[config.mk]
export PLATFORM = sky130hd
export DESIGN_NAME = xfer_req_seq
export DESIGN_NICKNAME = d
export VERILOG_FILES = /design/src/rtl/xrs_pkg.sv /design/src/rtl/xrs_sync.sv /design/src/rtl/xrs_beats.sv /design/src/rtl/xrs_count_irq.sv /design/src/rtl/xfer_req_seq.sv
export SDC_FILE = /design/constraint.sdc
export NUM_CORES = 1
export LEC_CHECK = 0
export BUFFER_PORTS_ARGS = -buffer_cell sky130_fd_sc_hd__clkbuf_2
export CAP_MARGIN = 0
export CORE_MARGIN = 10
export CORE_UTILIZATION = 51
export CTS_CLUSTER_SIZE = 30
export DETAILED_ROUTE_END_ITERATION = 8
export PLACE_DENSITY = 0.84
export SETUP_SLACK_MARGIN = 0.4
export SLEW_MARGIN = 20
export SYNTH_ARGS = -nofsm -noshare
export SYNTH_HDL_FRONTEND = slang
export SYNTH_SLANG_ARGS = --single-unit
[constraint.sdc]
create_clock -name clk -period 2.5 [get_ports clk]
set_clock_uncertainty 0.15 [all_clocks]
set_input_delay 0.25 -clock clk [delete_from_list [all_inputs] [get_ports clk]]
set_output_delay 0.25 -clock clk [all_outputs]
set_load 0.02 [all_outputs]
[src/rtl/xrs_pkg.sv]
package xrs_pkg;

  typedef enum logic [1:0] {
    SQ_IDLE = 2'd0,
    SQ_XFER = 2'd1,
    SQ_HOLD = 2'd2
  } sq_state_t;

  // Index of the final beat for the selected atomic size.
  function automatic logic [1:0] final_beat_idx(input logic burst4);
    return burst4 ? 2'd3 : 2'd0;
  endfunction

  // Next value of the shortening transfer count (saturates at zero).
  function automatic logic [31:0] count_step(input logic [31:0] cur);
    return (cur == 32'd0) ? 32'd0 : cur - 32'd1;
  endfunction

endpackage

[src/rtl/xrs_sync.sv]
module xrs_sync #(
  parameter int STAGES = 2
) (
  input  logic clk,
  input  logic rst_n,
  input  logic d_async,
  output logic d_sync
);
  logic [STAGES-1:0] sh;

  generate
    if (STAGES == 1) begin : g_one
      always_ff @(posedge clk) begin
        if (!rst_n) sh <= '0;
        else        sh <= d_async;
      end
    end else begin : g_many
      always_ff @(posedge clk) begin
        if (!rst_n) sh <= '0;
        else        sh <= {sh[STAGES-2:0], d_async};
      end
    end
  endgenerate

  assign d_sync = sh[STAGES-1];
endmodule

[src/rtl/xrs_beats.sv]
module xrs_beats
  import xrs_pkg::*;
(
  input  logic clk,
  input  logic rst_n,
  input  logic start,
  input  logic beat_fire,
  input  logic burst4,
  output logic last_fire
);
  logic [1:0] idx;
  logic [1:0] idx_end;

  assign idx_end   = final_beat_idx(burst4);
  assign last_fire = beat_fire && (idx == idx_end);

  always_ff @(posedge clk) begin
    if (!rst_n)         idx <= 2'd0;
    else if (start)     idx <= 2'd0;
    else if (last_fire) idx <= 2'd0;
    else if (beat_fire) idx <= idx + 2'd1;
  end

  AST_BEAT_BOUND: assert property (@(posedge clk) disable iff (!rst_n)
    idx <= idx_end);
endmodule

[src/rtl/xrs_count_irq.sv]
module xrs_count_irq
  import xrs_pkg::*;
#(
  parameter int CNT_W = 16
) (
  input  logic             clk,
  input  logic             rst_n,
  input  logic             load,
  input  logic [CNT_W-1:0] load_val,
  input  logic             dec,
  input  logic             irq_en,
  output logic [CNT_W-1:0] remaining,
  output logic             nonzero,
  output logic             tc_irq
);
  localparam logic [CNT_W-1:0] ONE = CNT_W'(1);

  logic [31:0] stepped;
  logic        hits_zero;

  assign stepped   = count_step(32'(remaining));
  assign nonzero   = (remaining != '0);
  assign hits_zero = dec && (remaining == ONE);

  always_ff @(posedge clk) begin
    if (!rst_n) begin
      remaining <= '0;
      tc_irq    <= 1'b0;
    end else begin
      if (load)     remaining <= load_val;
      else if (dec) remaining <= stepped[CNT_W-1:0];
      tc_irq <= hits_zero && irq_en;
    end
  end

  AST_CNT_STEP: assert property (@(posedge clk) disable iff (!rst_n)
    (dec && !load && nonzero) |=> (remaining == $past(remaining) - ONE));
  AST_IRQ_AT_ZERO: assert property (@(posedge clk) disable iff (!rst_n)
    tc_irq |-> (remaining == '0));
  AST_IRQ_ONE_CYCLE: assert property (@(posedge clk) disable iff (!rst_n)
    tc_irq |=> !tc_irq);
endmodule

[src/rtl/xfer_req_seq.sv]
module xfer_req_seq
  import xrs_pkg::*;
#(
  parameter int CNT_W       = 16,
  parameter int SYNC_STAGES = 2
) (
  input  logic             clk,
  input  logic             rst_n,
  input  logic             cfg_wr,
  input  logic             cfg_hs_mode,
  input  logic             cfg_burst4,
  input  logic             cfg_irq_en,
  input  logic [CNT_W-1:0] cfg_count,
  input  logic             dreq_in,
  output logic             dack_out,
  output logic             beat_valid,
  input  logic             beat_ready,
  output logic [CNT_W-1:0] remaining,
  output logic             tc_irq
);
  sq_state_t state, state_nx;

  logic hs_q, b4_q, ie_q;
  logic dreq_s;
  logic cnt_nz;
  logic start_ev;
  logic beat_fire;
  logic xfer_end;
  logic cfg_take;
  logic in_idle;

  xrs_sync #(.STAGES(SYNC_STAGES)) u_sync (
    .clk(clk), .rst_n(rst_n), .d_async(dreq_in), .d_sync(dreq_s)
  );

  assign in_idle   = (state == SQ_IDLE);
  assign start_ev  = in_idle && cnt_nz && dreq_s;
  assign cfg_take  = cfg_wr && in_idle && !start_ev;
  assign beat_fire = beat_valid && beat_ready;

  xrs_beats u_beats (
    .clk(clk), .rst_n(rst_n), .start(start_ev), .beat_fire(beat_fire),
    .burst4(b4_q), .last_fire(xfer_end)
  );

  xrs_count_irq #(.CNT_W(CNT_W)) u_cnt (
    .clk(clk), .rst_n(rst_n), .load(cfg_take), .load_val(cfg_count),
    .dec(xfer_end), .irq_en(ie_q), .remaining(remaining),
    .nonzero(cnt_nz), .tc_irq(tc_irq)
  );

  always_ff @(posedge clk) begin
    if (!rst_n) begin
      hs_q <= 1'b0;
      b4_q <= 1'b0;
      ie_q <= 1'b0;
    end else if (cfg_take) begin
      hs_q <= cfg_hs_mode;
      b4_q <= cfg_burst4;
      ie_q <= cfg_irq_en;
    end
  end

  always_comb begin
    state_nx = state;
    unique case (state)
      SQ_IDLE: if (start_ev) state_nx = SQ_XFER;
      SQ_XFER: if (xfer_end) state_nx = hs_q ? SQ_HOLD : SQ_IDLE;
      SQ_HOLD: if (!dreq_s)  state_nx = SQ_IDLE;
      default: state_nx = SQ_IDLE;
    endcase
  end

  always_ff @(posedge clk) begin
    if (!rst_n) state <= SQ_IDLE;
    else        state <= state_nx;
  end

  assign dack_out   = (state == SQ_XFER) || (state == SQ_HOLD);
  assign beat_valid = (state == SQ_XFER);

  AST_EMPTY_NO_START: assert property (@(posedge clk) disable iff (!rst_n)
    (in_idle && !cnt_nz) |=> !dack_out);
  AST_DEMAND_DROP: assert property (@(posedge clk) disable iff (!rst_n)
    (xfer_end && !hs_q) |=> !dack_out);
  AST_HS_KEEP: assert property (@(posedge clk) disable iff (!rst_n)
    (xfer_end && hs_q) |=> dack_out);
  AST_HS_WAIT_LOW: assert property (@(posedge clk) disable iff (!rst_n)
    (state == SQ_HOLD && dreq_s) |=> dack_out);
  AST_VALID_HOLD: assert property (@(posedge clk) disable iff (!rst_n)
    (beat_valid && !beat_ready) |=> beat_valid);
  AST_CFG_LOCK: assert property (@(posedge clk) disable iff (!rst_n)
    !in_idle |=> ($stable(hs_q) && $stable(b4_q) && $stable(ie_q)));
endmodule

==> flow_metrics.env <==
export IMPL_crit_slowest_cell="dfxtp_4"
export IMPL_port_buffers=42
export IMPL_grt_pass1_vias=1490
export IMPL_vias=1665
export IMPL_clkLatencyLatePin_ps=320
export IMPL_met1_usage_pct=18.8
export IMPL_placed_cell_area_um2=1750
export IMPL_slew_violations=0
export IMPL_min_period_ps=2050
export IMPL_pre_cts_slack_ps=240
export IMPL_grt_max_degree=18
export IMPL_power_mw=1.80
export IMPL_synth_top_area_share_pct=34.8
export IMPL_hold_viol_final=0
export IMPL_overflow=0
export IMPL_drt_wirelength_per_cell_um=17.8
export IMPL_synth_fp_nets=206
export IMPL_drc=0
export IMPL_cp_end_kind="flop"
export IMPL_worst_slew_pin_transition_ps=550
export IMPL_via_per_inst=6.05
export IMPL_synth_xor_area_share_pct=4.10
export IMPL_combPwrFrac_pct=51.1
export IMPL_status="completed"
export IMPL_start_util_pct=53.7
export IMPL_crit_path_max_incr_delay_ps=390
export IMPL_netlist_instances=175
export IMPL_swShare_pct=41.8
export IMPL_htreeDepth=1
export IMPL_ys_ff_latch=26
export IMPL_cts_tree="built"
export IMPL_synth_top_family_by_area="simple AND/OR/NAND/NOR gates"
export IMPL_p_seq_share_pct=32.5
export IMPL_crit_chain="inv_1, ha_1, nor4b_4, buf_4, nand4_4, a21oi_4, o22ai_1, a221o_1"
export IMPL_drtPass1Iterations=4
export IMPL_yosys_area_share_simple_pct=25.8
export IMPL_fin_nets=276
export IMPL_dpl_cell_count=246
export IMPL_grt_use_met2_pct=24.6
export IMPL_io_pins=43
export IMPL_netlist_area_um2=1490
export IMPL_fin_tns_setup_ps=0
export IMPL_cts_sinks=26
export IMPL_synth_flop_cell="dfxtp_1"
export IMPL_fp_dieW_um=74.1
export IMPL_fillers=178
export IMPL_async_reset_ff_share_pct=0
export IMPL_die_area_um2=5490
export IMPL_core_um2=2780
export IMPL_maxSlewHeadroom_pct=63.1
export IMPL_cts_root_buf="clkbuf_4"
export IMPL_power_density_nw_per_um2=844
export IMPL_synth_edf_count=0
export IMPL_drt_first_iter_violations=219
export IMPL_hold_class="input port to flop"
export IMPL_leakage_nw=0.918
export IMPL_clock_path_buffers=2
export IMPL_max_cap_violations=0
export IMPL_fin_area_um2=2130
export IMPL_grt_setup_unrepaired="false"
export IMPL_wl_um=4890
export IMPL_p_clk_share_pct=16.4
export IMPL_synth_top_cell_by_area="dfxtp_1"
export IMPL_path_max_fanout=7
export IMPL_grt_util_all_layers_pct=15.4
export IMPL_fmax_mhz=487
export IMPL_setup_viol=0
export IMPL_worstPathRequired_ps=2590
export IMPL_synth_compound_area_share_pct=23.5
export IMPL_internal_power_mw=1.05
export IMPL_cp_data_arrival_time_ps=2140
export IMPL_grt_pass1_wl_um=6910
export IMPL_ir_drop_mv=0.626
export IMPL_rows=19
export IMPL_p_sw_uw=752
export IMPL_cts_buffers=3
export IMPL_final_cells=275
export IMPL_ys_seq_area_share_pct=34.8
export IMPL_synth_avg_cell_area_um2=8.54
export IMPL_grt_met3_usage_pct=4.39
export IMPL_dpl_hpwl_um=3010
export IMPL_crit_type="flop to flop"
export IMPL_clk_pin_slew_ps=150
export IMPL_drive_gt1_share_pct=35.7
export IMPL_grt_busiest_layer="met2"
export IMPL_antenna_found_initial=0
export IMPL_post_synth_main_area_contributors="dfxtp_1 (35%), nand2_1 (6.0%), ha_1 (5.9%)"
export IMPL_startpoint_type="flop"
export IMPL_die_h_um=74.1
export IMPL_finalCritPeriodShare_pct=82.1
export IMPL_synthMuxAreaShare_pct=1.34
export IMPL_synth_fa_ha_area_share_pct=5.86
export IMPL_ys_types=50
export IMPL_layout_setup_ws_ps=447
export IMPL_ys_warnings_count=0
export IMPL_ant_nets=0
export IMPL_gp_congestion=0.880
export IMPL_num_antenna_cells=0
export IMPL_syn_to_final_growth_pct=42.6
==> layer usage <==
layer | vias to the layer above | share of wire [%]
met3 | 22 | 9.5
met5 | - | 0
met4 | 0 | 3.1
met2 | 98 | 48
li1 | 789 | -
met1 | 756 | 40
==> cells in the mapped netlist (2+ instances only) <==
| master | number |
|---|---|
| nand3_1 | 9 |
| nor3_1 | 7 |
| o21ai_0 | 10 |
| ha_1 | 7 |
| clkbuf_1 | 4 |
| a22oi_1 | 5 |
| a221o_1 | 4 |
| and2_1 | 3 |
| mux2i_1 | 2 |
| o21ai_1 | 2 |
| a21oi_1 | 4 |
| inv_1 | 9 |
| nand2_1 | 24 |
| xor2_1 | 6 |
| buf_4 | 2 |
| a311oi_1 | 3 |
| o22ai_1 | 2 |
| nor2_1 | 8 |
| a32oi_1 | 2 |
| a21boi_0 | 4 |
| dfxtp_1 | 26 |
| nand4_1 | 2 |
| nor4_1 | 3 |
==> flip-flops by register name (all words and copies together), names as in the netlist <==
register and count:
b4_q 1, ie_q 1, u_sync.sh 2, u_cnt.tc_irq 1
u_beats.idx 2, state 2, hs_q 1, u_cnt.remaining 16
==> layout by cell type (no fill, tap or decap), types with 2 or more instances in the layout <==
master and n:
nor4_4 2, dfxtp_1 23, ha_1 5, a221o_1 4
nor4b_4 2, nor4_1 2, clkbuf_2 42, nor2_1 8
nor3_1 7, xor2_1 6, nand3_1 9, a32oi_1 2
a21oi_1 4, and2_1 3, dfxtp_4 2, nand2_1 24
buf_4 15, a311oi_1 3, a22oi_1 5, a21boi_0 4
o21ai_0 10, inv_1 8, clkbuf_4 3, mux2i_1 2
dlygate4sd3_1 13, o22ai_1 2, nand4_1 2
==> worst paths after layout <==
path	startpoint	to	slack (ps)	depth (start not counted)
max	u_cnt.remaining[1]	u_cnt.remaining[9]	450	8
min	cfg_count[1]	u_cnt.remaining[1]	6	3
max reg2reg	u_cnt.remaining[1]	u_cnt.remaining[9]	450	8
min reg2reg	u_sync.sh[0]	u_sync.sh[1]	320	1
==> power by group through the flow <==
stage	combinational (mW)	sequential, mW	clock (mW)
final	0.919	0.584	0.295
after global routing	0.991	0.593	0.313
after floorplan	0.466	0.612	0
after detailed placement	0.699	0.574	0
after global placement	0.691	0.569	0
after CTS	0.771	0.568	0.297
==> critical path, delay by kind of cell (launching register included) <==
family / cells / cell delay (ps)
buffers and inverters: 2 / 260
AND/OR/NAND/NOR: 2 / 370
adder cells (fa/ha/maj): 1 / 160
flip-flops: 1 / 390
AO/OA/AOI/OAI: 3 / 640
==> cell families after synthesis <==
kind of cell / count (synthesis)
adders and majority gates: 7
xor gates and xnor gates: 7
AOI/OAI and AO/OA: 48
muxes: 2
DFF: 26
and+or+nand+nor: 69
buffers and inverters: 16
==> layout make-up <==
class / instances / area [um^2] / share of cell area (%)
sequential: 26 / 529 / 24.8
multi-input combinational: 133 / 998 / 46.9
clock buffer: 3 / 22.5 / 1.06
clock inverter: 1 / 30.0 / 1.41
tap: 31 / 38.8 / 1.82
timing repair buffer: 72 / 478 / 22.4
inverter: 9 / 33.8 / 1.59
==> per-stage QoR <==
step	hold slack (ps)	util (%)
3_3_place_gp	280	62.9
4_1_cts	1.36	71.5
2_1_floorplan	209	-
5_1_grt	17.5	76.6
6_report	6.46	76.6
3_5_place_dp	284	62.9
==> what timing repair did <==
action | CTS | global route
setup buffers | 4 | 7
pin swaps | 2 | 5
gates cloned | 0 | 1
gates resized for setup | 5 | 15
hold endpoints to repair | 11 | 2
hold buffers | 11 | 2
setup endpoints to repair | 7 | 21
(Power assumes the default switching activity.)
